===== config.mk =====
export PLATFORM = sky130hd
export DESIGN_NAME = rename_map_unit
export DESIGN_NICKNAME = d
export VERILOG_FILES = /design/src/rtl/rename_pkg.sv /design/src/rtl/rename_map_table.sv /design/src/rtl/rename_free_list.sv /design/src/rtl/rename_map_unit.sv
export SDC_FILE = /design/constraint.sdc
export NUM_CORES = 2
export LEC_CHECK = 0
export CAP_MARGIN = 20
export CELL_PAD_IN_SITES_DETAIL_PLACEMENT = 1
export CELL_PAD_IN_SITES_GLOBAL_PLACEMENT = 1
export CORE_ASPECT_RATIO = 0.9
export CORE_MARGIN = 10
export CORE_UTILIZATION = 50
export DETAILED_ROUTE_END_ITERATION = 10
export DONT_BUFFER_PORTS = 1
export PLACE_DENSITY_LB_ADDON = 0.1
export SKIP_LAST_GASP = 1
export SYNTH_ARGS = -nofsm -noshare
export SYNTH_HDL_FRONTEND = slang
export SYNTH_SLANG_ARGS = --single-unit

===== constraint.sdc =====
create_clock -name clk -period 5.37 [get_ports clk]
set_input_delay 1.074 -clock clk [delete_from_list [all_inputs] [get_ports clk]]
set_output_delay 1.074 -clock clk [all_outputs]
set_load 0.05 [all_outputs]

===== src/rtl/rename_pkg.sv =====
// Shared defaults and helpers for the register rename map unit.
// Assumes: physical register count is a power of two and exceeds the
// architectural count.
package rename_pkg;
    parameter int unsigned DEF_ARCH_REGS = 16;
    parameter int unsigned DEF_PHYS_REGS = 128;

    // Advance a circular index that wraps at an arbitrary depth.
    function automatic int unsigned wrap_inc(input int unsigned p, input int unsigned depth);
        return (p + 1 >= depth) ? 0 : p + 1;
    endfunction
endpackage


===== src/rtl/rename_map_table.sv =====
// Speculative architectural-to-physical map with three read ports and
// one write port. Reads see the contents before this cycle's write.
// Assumes: the write tag is never a tag currently held by another entry.
module rename_map_table #(
    parameter int unsigned ARCH_REGS = rename_pkg::DEF_ARCH_REGS,
    parameter int unsigned TW        = 7,
    localparam int unsigned AW       = $clog2(ARCH_REGS)
) (
    input  logic          clk,
    input  logic          rst_n,
    input  logic [AW-1:0] rd_a_idx,
    input  logic [AW-1:0] rd_b_idx,
    input  logic [AW-1:0] rd_d_idx,
    output logic [TW-1:0] rd_a_tag,
    output logic [TW-1:0] rd_b_tag,
    output logic [TW-1:0] rd_d_tag,
    input  logic          wr_en,
    input  logic [AW-1:0] wr_idx,
    input  logic [TW-1:0] wr_tag
);
    logic [TW-1:0] tbl_q [ARCH_REGS];

    // Lookups read the registered table, so they precede this cycle's write.
    always_comb begin
        rd_a_tag = tbl_q[rd_a_idx];
        rd_b_tag = tbl_q[rd_b_idx];
        rd_d_tag = tbl_q[rd_d_idx];
    end

    // Identity mapping on reset; otherwise record the newest tag.
    always_ff @(posedge clk) begin
        if (!rst_n) begin
            for (int i = 0; i < int'(ARCH_REGS); i++) tbl_q[i] <= TW'(i);
        end else if (wr_en) begin
            tbl_q[wr_idx] <= wr_tag;
        end
    end


    map_write_chk: assert property (@(posedge clk) disable iff (!rst_n)
        wr_en |=> tbl_q[$past(wr_idx)] == $past(wr_tag));
endmodule


===== src/rtl/rename_free_list.sv =====
// Circular FIFO of free physical tags, one pop and one push per cycle.
// Reset fills it with tags FIRST .. FIRST+DEPTH-1 in ascending order.
// Assumes: pop is only requested when not empty; push never overfills.
module rename_free_list #(
    parameter int unsigned DEPTH = 112,
    parameter int unsigned TW    = 7,
    parameter int unsigned FIRST = 16,
    localparam int unsigned PW   = $clog2(DEPTH),
    localparam int unsigned CW   = $clog2(DEPTH + 1)
) (
    input  logic          clk,
    input  logic          rst_n,
    input  logic          pop_i,
    input  logic          push_i,
    input  logic [TW-1:0] push_tag_i,
    output logic [TW-1:0] head_tag_o,
    output logic          empty_o
);
    logic [TW-1:0] slots_q [DEPTH];
    logic [PW-1:0] head_q, tail_q;
    logic [CW-1:0] count_q;

    // Head entry and empty flag presented to the allocator.
    always_comb begin
        head_tag_o = slots_q[head_q];
        empty_o    = (count_q == '0);
    end

    // Storage: preload ascending tags on reset, append releases at the tail.
    always_ff @(posedge clk) begin
        if (!rst_n) begin
            for (int k = 0; k < int'(DEPTH); k++) slots_q[k] <= TW'(FIRST + k);
        end else if (push_i) begin
            slots_q[tail_q] <= push_tag_i;
        end
    end

    // Pointers and occupancy; list starts full so tail wraps to the head.
    always_ff @(posedge clk) begin
        if (!rst_n) begin
            head_q  <= '0;
            tail_q  <= '0;
            count_q <= CW'(DEPTH);
        end else begin
            if (pop_i)  head_q <= PW'(rename_pkg::wrap_inc(int'(head_q), DEPTH));
            if (push_i) tail_q <= PW'(rename_pkg::wrap_inc(int'(tail_q), DEPTH));
            count_q <= count_q + CW'(push_i) - CW'(pop_i);
        end
    end


    no_overflow_chk: assert property (@(posedge clk) disable iff (!rst_n)
        push_i |-> count_q < CW'(DEPTH));


    no_underflow_chk: assert property (@(posedge clk) disable iff (!rst_n)
        pop_i |-> count_q != '0);
endmodule


===== src/rtl/rename_map_unit.sv =====
// Register rename map unit: renames two sources and an optional destination
// per cycle, allocating a fresh physical tag for every destination write and
// returning the displaced tag for release at retirement.
// Assumes: released tags are exactly the displaced tags handed out earlier.
module rename_map_unit #(
    parameter int unsigned ARCH_REGS = rename_pkg::DEF_ARCH_REGS,
    parameter int unsigned PHYS_REGS = rename_pkg::DEF_PHYS_REGS,
    localparam int unsigned AW       = $clog2(ARCH_REGS),
    localparam int unsigned TW       = $clog2(PHYS_REGS),
    localparam int unsigned FREE_CAP = PHYS_REGS - ARCH_REGS
) (
    input  logic          clk,
    input  logic          rst_n,
    input  logic          ren_valid_i,
    input  logic [AW-1:0] src_a_i,
    input  logic [AW-1:0] src_b_i,
    input  logic          dst_wr_i,
    input  logic [AW-1:0] dst_i,
    input  logic          ret_valid_i,
    input  logic [TW-1:0] ret_tag_i,
    output logic [TW-1:0] src_a_tag_o,
    output logic [TW-1:0] src_b_tag_o,
    output logic [TW-1:0] dst_tag_o,
    output logic [TW-1:0] prev_tag_o,
    output logic          stall_o
);
    logic          free_empty;
    logic [TW-1:0] free_head;
    logic          alloc;

    // Accept a destination write only when a free tag exists.
    always_comb begin
        stall_o   = ren_valid_i && dst_wr_i && free_empty;
        alloc     = ren_valid_i && dst_wr_i && !free_empty;
        dst_tag_o = free_head;
    end

    rename_map_table #(.ARCH_REGS(ARCH_REGS), .TW(TW)) u_map (
        .clk      (clk),
        .rst_n    (rst_n),
        .rd_a_idx (src_a_i),
        .rd_b_idx (src_b_i),
        .rd_d_idx (dst_i),
        .rd_a_tag (src_a_tag_o),
        .rd_b_tag (src_b_tag_o),
        .rd_d_tag (prev_tag_o),
        .wr_en    (alloc),
        .wr_idx   (dst_i),
        .wr_tag   (free_head)
    );

    rename_free_list #(.DEPTH(FREE_CAP), .TW(TW), .FIRST(ARCH_REGS)) u_free (
        .clk        (clk),
        .rst_n      (rst_n),
        .pop_i      (alloc),
        .push_i     (ret_valid_i),
        .push_tag_i (ret_tag_i),
        .head_tag_o (free_head),
        .empty_o    (free_empty)
    );


    fresh_tag_chk: assert property (@(posedge clk) disable iff (!rst_n)
        alloc |-> dst_tag_o != prev_tag_o);
endmodule


; Yosys cells after proc, flatten, opt, wreduce, memory -nomap -nowiden
; Memory sizes are Yosys's and may differ from the RTL's. A register that Yosys moved wholly into a read port is not among the register bits.
; Index checks and enable logic that the tools add are counted.
[totals]
out_inout_bits = 29
in_bits = 24
reg_bits = 21
elab_cells = 35
mem_bits_rw = 896
memories = 2
[mem_list]
columns = name, depth, width, rd, rd_ports_with_merged_regs, wr, line
row1 = u_free.slots_q, 112, 7, 1, 1, 112, rename_free_list.sv:19  ; logic [TW-1:0] slots_q [DEPTH];
row2 = u_map.tbl_q, 16, 7, 3, 0, 16, rename_map_table.sv:21  ; logic [TW-1:0] tbl_q [ARCH_REGS];
[classes]
magnitude_cmp = 2
n_reduce_logical = 7
addsub = 4
mux = 17
[ops]
columns = op, n
row1 = two-way mux 7 bit, 7
row2 = "adder 7 x 1 -> 8 bit, second input constant", 2
row3 = "greater-or-equal comparator 8 x 7 -> 1 bit, second input constant", 2
row4 = OR reduction 7 bit, 2
row5 = two-way mux 1 bit, 9
row6 = adder 7 x 1 -> 7 bit, 1
row7 = zero test 7 bit, 1
row8 = subtractor 7 x 1 -> 7 bit, 1
row9 = two-way mux 4 bit, 1
row10 = logical AND 1 bit, 3
row11 = zero test 1 bit, 1

; Depth between registers and ports, before layout
[depth]
ltp_word = 8
depth_mapped = 14
depth_no_buf = 13

; Modules after synthesis
; From an unflattened synthesis, not the netlist that was laid out.
[unflattened]
hier_cells = 3145
area_unflattened_um2 = 48845.6
[modules_own_cells]
columns = module, area_per_inst_um2, n_inst, seq_area_each_um2, cells_per_inst
row1 = rename_free_list, 41792.6, 1, 27466.3, 2680
row2 = rename_map_table, 7036.7, 1, 3363.2, 463
row3 = rename_map_unit, 16.3, 1, 0.0, 2

; Worst setup path before layout
; No wires, ideal clock.
[synth_path]
path_type = input -> output
start = input src_a_i[0]
end = output src_a_tag_o[0]
path_buffers = 2
t_required_ps = 4296
t_arrival_ps = 3305
cell_stages = 4
slack_ps = 991
path_cell_list = clkbuf_1 -> buf_1 -> mux4_2 -> mux4_2
[synth_via]
elab_chain_len = 1
[synth_rtl]
columns = item, line
row1 = "start, declared", rename_map_unit.sv:15  ; input logic [AW-1:0] src_a_i,
row2 = memory read (16 x 7 bit), --
row3 = "end, declared", rename_map_unit.sv:21  ; output logic [TW-1:0] src_a_tag_o,
; Every way passes these cells.

==> results.tsv <==
metric	value	unit
status	complete, no violations	
stdcell_count	4845	
synth-simple-area-share	0.126	
die_width	348	um
worst_clock_skew	31.9	ps
swShare	0.236	
hold_depth	0	
ir_drop	0.314	mV
synth_top_family_by_area	multiplexers	
crit_top_cell	mux4_2	
powerDensity	333	mW/mm^2
fin_setup_tns	0	ps
cts_setup_buffers	0	
crit_required	4300	ps
netlist.area_leader.share	0.625	
hold_violations	0	
synth_edf_count	1008	
htreeDepth	3	
design_area	0.0534	mm^2
clock-root-buffer	clkbuf_16	
dpl.hpwl	104	mm
rsz0062_at_grt	no	
crit_family	multiplexers	
critPathMaxStageDelay	600	ps
synth.distinct_cells	55	
cp_cell_sequence	buf_12 -> mux4_2 -> mux4_2 -> o22ai_1 -> nor3_1 -> nor4_4 -> inv_1 -> buf_4	
io_pins	53	
endpoint	dst_tag_o[1]	
syn_nets	3567	
cp_data_arrival_time	4040	ps
ys_ff_latch	1036	
ff2ff_path_depth	8	
synth_adder_area_share	0.00300	
cp.depth	8	
routed_wl	158	mm
final.period_utilization	0.952	
antennaDiodeCount	0	
die_area	0.110	mm^2
dr.pass1.iters	8	
fillers	9162	
grt_pass1_vias	32554	
combPwrFrac	0.075	
crit_path_max_fanout	49	
tightestPinTransition	1160	ps
p_int	13.6	mW
grt_remaining_overflow	0	
drive_gt1_frac	0.178	
r2r_setup_slack	1460	ps
yosys.area_share.xor_xnor	0.00199	
rows	108	
min_period	5110	ps
vias	32003	
ys_top_cells_by_area	edfxtp_1 62%, mux4_2 11%, mux2i_1 4.0%, nand2_1 3.7%, nor3_1 2.6%	
dp.cells	4606	
final_cell_mix	1008 x edfxtp_1, 473 x nand2_1, 247 x nor3_1	
hold_buffers	0	
post_dp_cell_area	0.0498	mm^2
track_usage	0.284	
cts_resized	0	
synth_compound_area_frac	0.0427	
synth_area	0.0485	mm^2
wire_per_inst	32.6	um
report.power.total	17.8	mW
die_height	315	um
criticalPathCategory	reg -> out	
io_buffers	0	
dp_slack	991	ps
antenna_found_initial	1	
drc	0	
cts_buffer_depth	3	
cts_buffers	107	
cp-start-kind	flop	
syn_inst	3532	
cts.sinks	1036	
max_freq	196	MHz
yosys_warnings	0	
start_util	0.503	
p_seq_frac	0.514	
setup_viol	0	
drv_cap	0	
grt_pass1_wl	230	mm
cp_slowest_cell	mux4_2	
yosysSeqAreaShare	0.636	
core_area	0.0963	mm^2
r2r-end	u_map.tbl_q[1][0]$_SDFFCE_PN1P_	
muxShareOfSynthArea	0.156	
clk-insertion-delay-late	700	ps
fin_ws	258	ps
antenna_left	0	
clockPowerShare	0.412	
syn2layout_area_growth	10.1	%
min_path_type	in -> reg	
power.leakage	15.5	nW
place_congestion	0.886	
p_switching	4.20	mW
end_kind	output pin	
synth_top_area_cell	edfxtp_1	
grt_max_degree	153	
path_buf_inv	3	
finalNetCount	3524	
maxSlewHeadroom	0.227	
ys.flop_type	edfxtp_1	
drtIter0Drc	4098	
async_flop_share	0	
avgSynthCellArea	13.7	um^2
cts_tree	done	
vias_per_cell	6.61	
slew_viol_final	0	
final_common_cell	edfxtp_1	
clkSlewWorstSetupHoldPaths	60	ps
-- metrics by stage --
stage	util	hold slack, ps
2_1_floorplan	-	488
3_3_place_gp	0.517	505
3_5_place_dp	0.517	551
4_1_cts	0.552	433
5_1_grt	0.554	430
6_report	0.554	463
-- Yosys cell counts (28+ instances only) --
cell type and number:
dfxtp_1 28, clkbuf_1 247, and2_1 59, nand2_1 482, a22oi_1 75, and3_1 36
nor3_1 248, mux4_2 242, mux2i_1 196, a21oi_1 77, edfxtp_1 1008, o21ai_0 105
or3_1 65, nand3_1 117, nor2_1 248
-- power groups by stage --
stage | combinational [mW] | sequential [mW] | clock (mW)
after global routing | 1.40 | 9.14 | 7.67
after CTS | 1.31 | 9.13 | 7.36
final | 1.33 | 9.13 | 7.32
after detailed placement | 1.31 | 9.30 | 0
after floorplan | 0.961 | 9.24 | 0
after global placement | 1.25 | 9.28 | 0
-- per-layer routing --
metal,up-vias,global-route usage,part of all wire
li1,13357,-,-
met1,16844,0.403,0.41
met2,1524,0.450,0.47
met3,276,0.0455,0.084
met4,2,0.0898,0.035
met5,-,0,0.000076
-- sequential cells by signal (all words and copies together), names as in the netlist, named ones only --
signal	flops
u_free.count_q	7
u_free.head_q	7
u_free.slots_q	896
u_free.tail_q	7
u_map.tbl_q	112
-- layout make-up --
class / count / area (um^2) / area share
inverter: 22 / 95.1 / 0.00178
tap: 1265 / 1580 / 0.0297
sequential: 1036 / 30800 / 0.578
timing repair buffer: 185 / 1470 / 0.0276
clock buffer: 143 / 2880 / 0.0539
multi-input combinational: 2137 / 16000 / 0.300
clock inverter: 57 / 467 / 0.00874
-- worst min path at each step --
stage	startpoint	slack, ps	endpoint
after global placement	u_free.head_q[1]$_SDFFE_PN0P_	500	u_free.head_q[1]$_SDFFE_PN0P_
after CTS	ret_tag_i[1]	430	u_free.slots_q[118][1]$_DFFE_PP_
after global routing	ret_tag_i[0]	430	u_free.slots_q[118][0]$_DFFE_PP_
after detailed placement	u_free.head_q[1]$_SDFFE_PN0P_	550	u_free.head_q[1]$_SDFFE_PN0P_
after floorplan	u_free.head_q[1]$_SDFFE_PN0P_	490	flop
final	ret_tag_i[0]	460	u_free.slots_q[118][0]$_DFFE_PP_
-- worst reg2reg max path: cells and delay by family, from the launching register on --
| kind | cells | cell delay (ps) |
|---|---|---|
| flops | 1 | 500 |
| buf+inv | 2 | 710 |
| compound gates | 1 | 290 |
| mux | 2 | 1080 |
| simple gates | 3 | 990 |
-- logic make-up (layout without fill, tap and decap cells) --
logic type | count (synthesis) | count (layout)
adders and majority gates | 11 | 11
muxes | 453 | 453
buffers and inverters | 359 | 407
xor gates and xnor gates | 11 | 11
and+or+nand+nor | 1324 | 1324
DFF | 1036 | 1036
AOI/OAI and AO/OA | 338 | 338
Power figures use the tool's default switching activity.
